==> src/rtl/lbx_pkg.sv <==
package lbx_pkg;
   localparam int PWM_W = 4;
   localparam logic [7:0] MASTER_ADDR = 8'h0E;
   localparam logic [7:0] BLINK_ADDR  = 8'h0F;
   localparam logic [7:0] LEVEL_ADDR  = 8'h10;
   localparam int         PHASE1_OFS  = 8;

   // duty in 0..16 from master level m and pair level n
   function automatic logic [PWM_W:0] pwm_duty(input logic [3:0] m, input logic [3:0] n);
      logic [8:0] prod;
      prod = ({5'd0, m} + 9'd1) * ({5'd0, n} + 9'd1);
      return prod[8:4];
   endfunction
endpackage

==> src/rtl/lbx_regs.sv <==
module lbx_regs #(
   parameter int NLINES = 8
) (
   input  logic              clk,
   input  logic              rst_n,
   input  logic              bus_wr,
   input  logic [7:0]        bus_addr,
   input  logic [7:0]        bus_wdata,
   input  logic [NLINES-1:0] pin_in,
   output logic [7:0]        bus_rdata,
   output logic [NLINES-1:0] val_ph0,
   output logic [NLINES-1:0] val_ph1,
   output logic [NLINES-1:0] dir_in,
   output logic [3:0]        master_lvl,
   output logic              blink_on,
   output logic [2*NLINES-1:0] pair_lvl
);
   import lbx_pkg::*;
   localparam int NPORTS  = NLINES / 8;
   localparam int STRIDE  = NLINES / 8;
   localparam int NLVLB   = NLINES / 4;
   localparam int PH0_A   = STRIDE;
   localparam int DIR_A   = 3 * STRIDE;
   localparam int PH1_A   = PHASE1_OFS + STRIDE;

   always_ff @(posedge clk or negedge rst_n) begin
      if (!rst_n) begin
         val_ph0    <= '1;
         val_ph1    <= '1;
         dir_in     <= '1;
         master_lvl <= '0;
         blink_on   <= 1'b0;
         pair_lvl   <= '0;
      end else if (bus_wr) begin
         for (int k = 0; k < NPORTS; k++) begin
            if (bus_addr == 8'(PH0_A + k)) val_ph0[8*k +: 8] <= bus_wdata;
            if (bus_addr == 8'(DIR_A + k)) dir_in[8*k +: 8]  <= bus_wdata;
            if (bus_addr == 8'(PH1_A + k)) val_ph1[8*k +: 8] <= bus_wdata;
         end
         for (int j = 0; j < NLVLB; j++) begin
            if (bus_addr == LEVEL_ADDR + 8'(j)) pair_lvl[8*j +: 8] <= bus_wdata;
         end
         if (bus_addr == MASTER_ADDR) master_lvl <= bus_wdata[3:0];
         if (bus_addr == BLINK_ADDR)  blink_on   <= bus_wdata[0];
      end
   end

   always_comb begin
      bus_rdata = 8'h00;
      for (int k = 0; k < NPORTS; k++) begin
         if (bus_addr == 8'(k))         bus_rdata = pin_in[8*k +: 8];
         if (bus_addr == 8'(PH0_A + k)) bus_rdata = val_ph0[8*k +: 8];
         if (bus_addr == 8'(DIR_A + k)) bus_rdata = dir_in[8*k +: 8];
         if (bus_addr == 8'(PH1_A + k)) bus_rdata = val_ph1[8*k +: 8];
      end
      for (int j = 0; j < NLVLB; j++) begin
         if (bus_addr == LEVEL_ADDR + 8'(j)) bus_rdata = pair_lvl[8*j +: 8];
      end
      if (bus_addr == MASTER_ADDR) bus_rdata = {4'h0, master_lvl};
      if (bus_addr == BLINK_ADDR)  bus_rdata = {7'h00, blink_on};
   end


   blink_write_chk: assert property (@(posedge clk) disable iff (!rst_n)
      (bus_wr && bus_addr == BLINK_ADDR) |=> (bus_rdata == 8'h00 || bus_addr != BLINK_ADDR
         || blink_on == $past(bus_wdata[0])));
endmodule

==> src/rtl/lbx_blink_timer.sv <==
module lbx_blink_timer #(
   parameter int HALF_PERIOD = 1000
) (
   input  logic clk,
   input  logic rst_n,
   input  logic enable,
   output logic phase
);
   localparam int CW = (HALF_PERIOD > 2) ? $clog2(HALF_PERIOD) : 1;
   localparam logic [CW-1:0] LAST = CW'(HALF_PERIOD - 1);

   logic [CW-1:0] count;

   always_ff @(posedge clk or negedge rst_n) begin
      if (!rst_n) begin
         count <= '0;
         phase <= 1'b0;
      end else if (!enable) begin
         count <= '0;
         phase <= 1'b0;
      end else if (count == LAST) begin
         count <= '0;
         phase <= ~phase;
      end else begin
         count <= count + 1'b1;
      end
   end


   phase_idle_chk: assert property (@(posedge clk) disable iff (!rst_n)
      !enable |=> !phase);

   phase_hold_chk: assert property (@(posedge clk) disable iff (!rst_n)
      (enable && count != LAST) |=> $stable(phase));

   count_range_chk: assert property (@(posedge clk) disable iff (!rst_n)
      count <= LAST);
endmodule

==> src/rtl/lbx_pwm_lane.sv <==
module lbx_pwm_lane (
   input  logic [3:0] master_lvl,
   input  logic [3:0] level,
   input  logic [3:0] pwm_cnt,
   output logic       lit
);
   import lbx_pkg::*;
   logic [PWM_W:0] duty;

   always_comb begin
      duty = pwm_duty(master_lvl, level);
      lit  = (master_lvl == 4'h0) || ({1'b0, pwm_cnt} < duty);
   end
endmodule

==> src/rtl/led_blink_expander.sv <==
module led_blink_expander #(
   parameter int NLINES      = 8,
   parameter int HALF_PERIOD = 1000
) (
   input  logic              clk,
   input  logic              rst_n,
   input  logic              bus_wr,
   input  logic [7:0]        bus_addr,
   input  logic [7:0]        bus_wdata,
   output logic [7:0]        bus_rdata,
   input  logic [NLINES-1:0] pin_in,
   output logic [NLINES-1:0] pin_out,
   output logic [NLINES-1:0] pin_oe
);
   import lbx_pkg::*;
   localparam int NPAIRS = NLINES / 2;
   localparam logic [7:0] DIR_A = 8'(3 * (NLINES / 8));

   if (!(NLINES == 8 || NLINES == 16)) begin : g_bad_lines
      $error("NLINES must be 8 or 16");
   end
   if (HALF_PERIOD < 2) begin : g_bad_half
      $error("HALF_PERIOD must be at least 2");
   end

   logic [NLINES-1:0]   val_ph0, val_ph1, dir_in, sel_val;
   logic [3:0]          master_lvl;
   logic                blink_on, phase;
   logic [2*NLINES-1:0] pair_lvl;
   logic [PWM_W-1:0]    pwm_cnt;
   logic [NPAIRS-1:0]   lit;

   lbx_regs #(.NLINES(NLINES)) u_regs (
      .clk(clk), .rst_n(rst_n), .bus_wr(bus_wr), .bus_addr(bus_addr),
      .bus_wdata(bus_wdata), .pin_in(pin_in), .bus_rdata(bus_rdata),
      .val_ph0(val_ph0), .val_ph1(val_ph1), .dir_in(dir_in),
      .master_lvl(master_lvl), .blink_on(blink_on), .pair_lvl(pair_lvl)
   );

   lbx_blink_timer #(.HALF_PERIOD(HALF_PERIOD)) u_timer (
      .clk(clk), .rst_n(rst_n), .enable(blink_on), .phase(phase)
   );

   always_ff @(posedge clk or negedge rst_n) begin
      if (!rst_n) pwm_cnt <= '0;
      else        pwm_cnt <= pwm_cnt + 1'b1;
   end

   for (genvar p = 0; p < NPAIRS; p++) begin : g_pair
      lbx_pwm_lane u_lane (
         .master_lvl(master_lvl), .level(pair_lvl[4*p +: 4]),
         .pwm_cnt(pwm_cnt), .lit(lit[p])
      );
   end

   assign sel_val = phase ? val_ph1 : val_ph0;

   always_comb begin
      for (int i = 0; i < NLINES; i++) begin
         pin_oe[i]  = ~dir_in[i];
         pin_out[i] = dir_in[i] ? 1'b1 : (lit[i/2] ? sel_val[i] : 1'b1);
      end
   end


   dir_write_chk: assert property (@(posedge clk) disable iff (!rst_n)
      (bus_wr && bus_addr == DIR_A) |=> (pin_oe[7:0] == ~$past(bus_wdata)));

   input_idle_chk: assert property (@(posedge clk) disable iff (!rst_n)
      (bus_wr && bus_addr == DIR_A && bus_wdata[0]) |=> pin_out[0]);
endmodule

==> config.mk <==
export PLATFORM = sky130hd
export DESIGN_NAME = led_blink_expander
export DESIGN_NICKNAME = d
export VERILOG_FILES = /design/src/rtl/lbx_pkg.sv /design/src/rtl/lbx_regs.sv /design/src/rtl/lbx_blink_timer.sv /design/src/rtl/lbx_pwm_lane.sv /design/src/rtl/led_blink_expander.sv
export SDC_FILE = /design/constraint.sdc
export NUM_CORES = 1
export LEC_CHECK = 0
export ABC_AREA = 1
export BUFFER_PORTS_ARGS = -buffer_cell sky130_fd_sc_hd__buf_2
export CAP_MARGIN = 20
export CORE_MARGIN = 10
export CORE_UTILIZATION = 56
export CTS_BUF_LIST = sky130_fd_sc_hd__clkbuf_4 sky130_fd_sc_hd__clkbuf_8
export CTS_CLUSTER_SIZE = 40
export DETAILED_ROUTE_END_ITERATION = 7
export GPL_ROUTABILITY_DRIVEN = 0
export GPL_TIMING_DRIVEN = 0
export PLACE_DENSITY = 0.81
export REMOVE_ABC_BUFFERS = 1
export SYNTH_ARGS = -nofsm -noshare
export SYNTH_HDL_FRONTEND = slang
export SYNTH_SLANG_ARGS = --single-unit
==> constraint.sdc <==
create_clock -name clk -period 14.88 [get_ports clk]
set_input_delay 4.464 -clock clk [delete_from_list [all_inputs] [get_ports clk]]
set_output_delay 4.464 -clock clk [all_outputs]
set_load 0.01 [all_outputs]
# Yosys cells after proc, flatten, opt, wreduce, memory -nomap -nowiden
# Index checks and enable logic that the tools add are counted.
# word_totals
reg_bits,60
input_bits,27
output_inout_bits,24
wordCells,85
# classes
add_sub_neg,7
n_mul,4
n_lt_le_gt_ge,4
eq_ne,9
muxes,29
bitwise,9
n_reduce_logical,13
# ops
operator,count
$mux 8,9
$mul 9x9->9,4
$add 4x1->5 const B,5
$eq 8x4->1 const B,3
$lt 4x5->1,4
$mux 10,2
$mux 1,18
$eq 8x5->1 const B,2
$reduce_and 2->1,7
$add 10x1->10 const B,1
$eq 10x10->1 const B,1
$not 1->1,9
$eq 8x1->1 const B,1
$eq 8x2->1 const B,1
$logic_not 8->1,1
$add 4x1->4 const B,1
$logic_not 4->1,1
$logic_or 1x1->1,4
$ne 2x1->1 const B,1

# Longest topological paths before layout
# depth
word_depth,9
depth_mapped,22

# Cells and area by module
# From an unflattened synthesis, not the netlist that was laid out.
# hier_totals
hier_cells,951
area_unflattened_um2,6885.4
# by_module_without_submodules
mod,instances,cells_per_inst,area_per_inst_um2
lbx_regs,1,296,2386.0
lbx_pwm_lane (g_pair[0].u_lane ...),2,136,904.6
lbx_pwm_lane (g_pair[3].u_lane),1,135,919.6
lbx_pwm_lane (g_pair[1].u_lane),1,136,912.1
lbx_blink_timer,1,66,555.5
led_blink_expander,1,46,302.8

# Worst setup path before layout
# Ideal clock, no wire load.
# synth_timing
path_type,input to output
from,in bus_addr[0]
to,out bus_rdata[7]
arrival_time_ps,5472
t_required_ps,10416
path_slack_ps,4944
stages,6
path_cell_list,buf_6 nor2_8 nand2_4 nor4_4 a21oi_1 a21oi_1
# synth_between
elab_chain_cells,9
word_cells_on_any_way,16
classes_between,eq/ne (7); mux (8); reduce/logical (1)
# synth_lines
element,line,source
start: declaration,led_blink_expander.sv:8,"input logic [7:0] bus_addr,"
$logic_not 8->1,lbx_regs.sv:51,if (bus_addr == 8'(k)) bus_rdata = pin_in[8*k +: 8];
$mux 8,lbx_regs.sv:51,
$mux 8,lbx_regs.sv:52,if (bus_addr == 8'(PH0_A + k)) bus_rdata = val_ph0[8*k +: 8];
$mux 8,lbx_regs.sv:53,if (bus_addr == 8'(DIR_A + k)) bus_rdata = dir_in[8*k +: 8];
$mux 8,lbx_regs.sv:54,if (bus_addr == 8'(PH1_A + k)) bus_rdata = val_ph1[8*k +: 8];
$mux 8 (2 in series),lbx_regs.sv:57,if (bus_addr == LEVEL_ADDR + 8'(j)) bus_rdata = pair_lvl[8*j +: 8];
$mux 8,lbx_regs.sv:59,"if (bus_addr == MASTER_ADDR) bus_rdata = {4'h0, master_lvl};"
$mux 8 *,lbx_regs.sv:60,"if (bus_addr == BLINK_ADDR) bus_rdata = {7'h00, blink_on};"
end: declaration,led_blink_expander.sv:10,"output logic [7:0] bus_rdata,"
# Mark *: on every way between the ends. The rest lies on a longest branch, timed or not.

# Final worst setup path
# layout_timing
from,reg u_regs.master_lvl[0]
to,out pin_out[4]
# layout_between
elab_chain_cells,6
word_cells_on_any_way,7
classes_between,add/sub (1); mul (1); order compare (1); mux (2); reduce/logical (2)
# layout_lines
element,line,source
start: declaration,lbx_regs.sv:14,"output logic [3:0] master_lvl,"
start signal: assignment,lbx_regs.sv:43,if (bus_addr == MASTER_ADDR) master_lvl <= bus_wdata[3:0];
$add 4x1->5,lbx_pkg.sv:11,"prod = ({5'd0, m} + 9'd1) * ({5'd0, n} + 9'd1);"
$mul 9x9->9,lbx_pkg.sv:11,
$lt 4x5->1,lbx_pwm_lane.sv:12,"lit = (master_lvl == 4'h0) || ({1'b0, pwm_cnt} < duty);"
$logic_or 1x1->1 *,lbx_pwm_lane.sv:12,
$mux 1 * (2 in series),led_blink_expander.sv:61,pin_out[i] = dir_in[i] ? 1'b1 : (lit[i/2] ? sel_val[i] : 1'b1);
end: declaration,led_blink_expander.sv:12,"output logic [NLINES-1:0] pin_out,"
# Marks and branches as above.

==> results.rst <==
.. list-table::
   :header-rows: 1

   * - Metric
     - Value
   * - Worst R2R Start
     - u_timer.count[0]
   * - Post-synthesis sequential area ratio
     - 0.246
   * - Startpoint-to-endpoint class of the critical path
     - flop to output port
   * - Power density relative to cell area
     - roughly 55 nW/um^2
   * - Layout Cell Area excl Fill
     - between 6000 and 7000 sq um
   * - Highest achievable clock rate
     - between 90 and 100 MHz
   * - Arrival time reported for the critical path endpoint
     - roughly 6 ns
   * - PostCTS Resize Cnt
     - 0
   * - Final count of negative-setup-slack endpoints
     - 0
   * - Max-cap violation count
     - 0
   * - Buffers inserted during post-CTS setup optimization
     - 0
   * - Post-DP Area
     - around 6600 sq um
   * - Number of synthesized flops with an enable pin
     - 0
   * - Launching instance or port of the critical path
     - u_regs.master_lvl[0]
   * - Number of max-slew violations in the final report
     - 0
   * - Crit path launch type
     - flop
   * - Most instantiated cells after synthesis
     - sky130_fd_sc_hd__nand2_1, sky130_fd_sc_hd__inv_1, sky130_fd_sc_hd__nor2_1, sky130_fd_sc_hd__ha_1, sky130_fd_sc_hd__nand3_1
   * - Class of the tightest hold or removal check
     - flop to flop
   * - Port Buffers
     - 50
   * - Die width
     - approximately 130 um
   * - Pre-antenna DRT Iters
     - 5
   * - Fin. Hold Viols
     - 0
   * - Total routed wirelength
     - roughly 14000 um
   * - Synth Area per Inst
     - between 7 and 8 sq um
   * - Count of antenna-violating nets left after detailed routing
     - 0
   * - Core region area
     - 10800 sq um
   * - Clock sink count
     - 60
   * - Largest net degree at the start of global routing
     - 37
   * - Worst max-slew margin expressed relative to the limit
     - 0.455
   * - Min Clock Period, post-route
     - ~10 ns
   * - Vert. Die Dim
     - around 130 um
   * - Per-cell routed wire length
     - between 10 and 15 um
   * - Result of the run
     - complete, no violations
   * - I/O pin cnt
     - between 50 and 60
   * - Vias in the first global route
     - 5364
   * - Number of warnings printed during yosys synthesis
     - 0
   * - Number of antenna repair diodes
     - 0
   * - Worst Hold Margin
     - around 0.48 ns
   * - Fraction of registers with async set or reset after synthesis
     - 1.00
   * - Synth top area share
     - 0.161
   * - Global route overflow
     - 0
   * - Clock buffers created by TritonCTS
     - 9
   * - Post-route clock skew
     - between 0.007 and 0.008 ns
   * - Gate count after technology mapping
     - approximately 840
   * - Leading register cell type out of synthesis
     - sky130_fd_sc_hd__dfrtp_1
   * - Hold Startpoint
     - u_regs.val_ph1[7]
   * - Required time worst endpoint
     - between 10 and 15 ns
   * - Clock Root Buffer
     - sky130_fd_sc_hd__clkbuf_8
   * - Critical path endpoint category
     - output port
   * - Number of vias in the routed layout
     - 5426
   * - Area of the die
     - approximately 16000 sq um
   * - Number of storage elements in the synthesis netlist
     - 60
   * - Final period utilization
     - 0.703
   * - VDD IR-drop max
     - slightly below 0.07 mV
   * - Residual DRC count
     - 0
   * - Clock tree from TritonCTS
     - yes
   * - Via count normalized by instance count
     - 5.26
   * - GRT Total Usage
     - 0.184
   * - RSZ-0062 raised after global routing
     - false
   * - DRC marker count from the first detailed-route iteration
     - ~230
   * - Clock transition at the registers of the reported paths
     - ~0.08 ns
   * - Most numerous cell in the Yosys netlist
     - sky130_fd_sc_hd__nand2_1
   * - Number of placement rows
     - 38
   * - Largest area contributor in the synthesized netlist
     - sky130_fd_sc_hd__ha_1
   * - CTS Buffer Depth
     - 2
   * - HPWL after detailed placement
     - between 10000 and 15000 um
   * - Worst-margin pin slew
     - just over 0.8 ns
   * - Depth of the CTS H-tree
     - 3
   * - Setup TNS
     - 0 ns
   * - Fraction of layout cells with a size suffix above 1
     - 0.142
   * - Worst-path fanout max
     - 16
   * - Area growth syn-to-layout
     - 8.75%
   * - Number of nets in the finished design
     - between 1000 and 1500
   * - Top post-synthesis cells by area
     - sky130_fd_sc_hd__ha_1, sky130_fd_sc_hd__dfrtp_1, sky130_fd_sc_hd__nand2_1
   * - Standby leakage power
     - 3.75 nW
   * - Cell area after synthesis
     - 6220 sq um
   * - First-pass GRT wire length
     - between 20000 and 25000 um
   * - Number of antenna violations at the first check in global routing
     - 0
   * - Effective utilization at floorplan
     - 0.574
   * - Clock Latency Late Sink
     - 0.35 ns
   * - CTS Hold Bufs
     - 0
   * - Netlist cell types
     - 34
==> final timing paths <==
path,endpoint,slack [ns],cells past startpoint
worst min-delay path,u_regs.val_ph1[7],0.48,2
max in group asynchronous,u_regs.val_ph1[1],10.09,2
worst min register to register,u_regs.val_ph1[7],0.48,2
min in group asynchronous,pwm_cnt[3],4.12,1
worst max register to register,u_timer.phase,13.10,6
worst max-delay path,pin_out[4],4.43,19
==> cell type report <==
class	count	area [sq um]
multi-input cells	629	4100
fillers	966	4080
clock buffers	9	124
flip-flops and latches	60	1530
inverters	136	510
clock inverters	7	52.6
well taps	140	175
repair buffers	51	270
==> placed cells by master, fill, tap and decap left out, drive strengths merged, types with 10 or more instances in the layout <==
| cell type | count |
|---|---|
| dfstp | 24 |
| a21oi | 37 |
| xnor2 | 13 |
| nand3 | 51 |
| ha | 80 |
| fa | 28 |
| nor2 | 94 |
| nor3 | 12 |
| o21ai | 65 |
| nand4 | 10 |
| buf | 51 |
| xor2 | 19 |
| dfrtp | 36 |
| nand2 | 201 |
| inv | 135 |
==> critical path: stages, from the launching register on <==
cell                       delay, ns
sky130_fd_sc_hd__dfrtp_1        0.71
sky130_fd_sc_hd__inv_1          0.27
sky130_fd_sc_hd__ha_1           0.52
sky130_fd_sc_hd__clkinv_1       0.35
sky130_fd_sc_hd__or2_2          0.41
sky130_fd_sc_hd__fa_1           0.49
sky130_fd_sc_hd__fa_1           0.52
sky130_fd_sc_hd__fa_1           0.55
sky130_fd_sc_hd__inv_1          0.04
sky130_fd_sc_hd__ha_1           0.30
sky130_fd_sc_hd__nand2_1        0.08
sky130_fd_sc_hd__o21ai_1        0.19
sky130_fd_sc_hd__xnor2_1        0.16
sky130_fd_sc_hd__ha_1           0.27
sky130_fd_sc_hd__a21o_1         0.16
sky130_fd_sc_hd__a21oi_1        0.13
sky130_fd_sc_hd__nand2_1        0.07
sky130_fd_sc_hd__nand3_1        0.17
sky130_fd_sc_hd__nand2_1        0.09
sky130_fd_sc_hd__buf_2          0.15
==> where the power goes <==
group / leakage, nW / switching (mW) / total (mW) / internal, mW
combinational: 2.92 / 0.0401 / 0.0607 / 0.0206
clock: 0.0779 / 0.0727 / 0.133 / 0.0607
sequential: 0.742 / 0.00881 / 0.181 / 0.172
total: 3.75 / 0.122 / 0.375 / 0.253
==> metrics by stage <==
step | total power [mW] | cells | worst slack (ns) | utilization
after floorplan | 0.216 | 825 | 4.98 | -
after global placement | 0.242 | 1015 | 4.46 | 0.606
after detailed placement | 0.244 | 1016 | 4.48 | 0.608
after CTS | 0.377 | 1032 | 4.42 | 0.624
after global routing | 0.394 | 1032 | 4.04 | 0.624
final | 0.375 | 1032 | 4.43 | 0.624
==> state kept, by name (all words and copies together), names as in the netlist <==
register,count
pwm_cnt,4
u_regs.blink_on,1
u_regs.dir_in,8
u_regs.master_lvl,4
u_regs.pair_lvl,16
u_regs.val_ph0,8
u_regs.val_ph1,8
u_timer.count,10
u_timer.phase,1
==> kinds of logic after synthesis <==
family,count (synthesis),share of synthesized area
AO/OA/AOI/OAI,110,0.0973
XOR/XNOR,32,0.0451
adder cells (fa/ha/maj),108,0.251
buffers and inverters,149,0.0945
flip-flops,60,0.246
AND/OR/NAND/NOR,379,0.266
==> metal layers <==
| metal | vias up | global-route usage | part of all wire |
|---|---|---|---|
| li1 | 2770 | - | - |
| met1 | 2495 | 0.232 | 0.46 |
| met2 | 143 | 0.309 | 0.47 |
| met3 | 18 | 0.0427 | 0.059 |
| met4 | 0 | 0.0495 | 0.016 |
| met5 | - | 0 | 0 |
(Power assumes the default switching activity.)
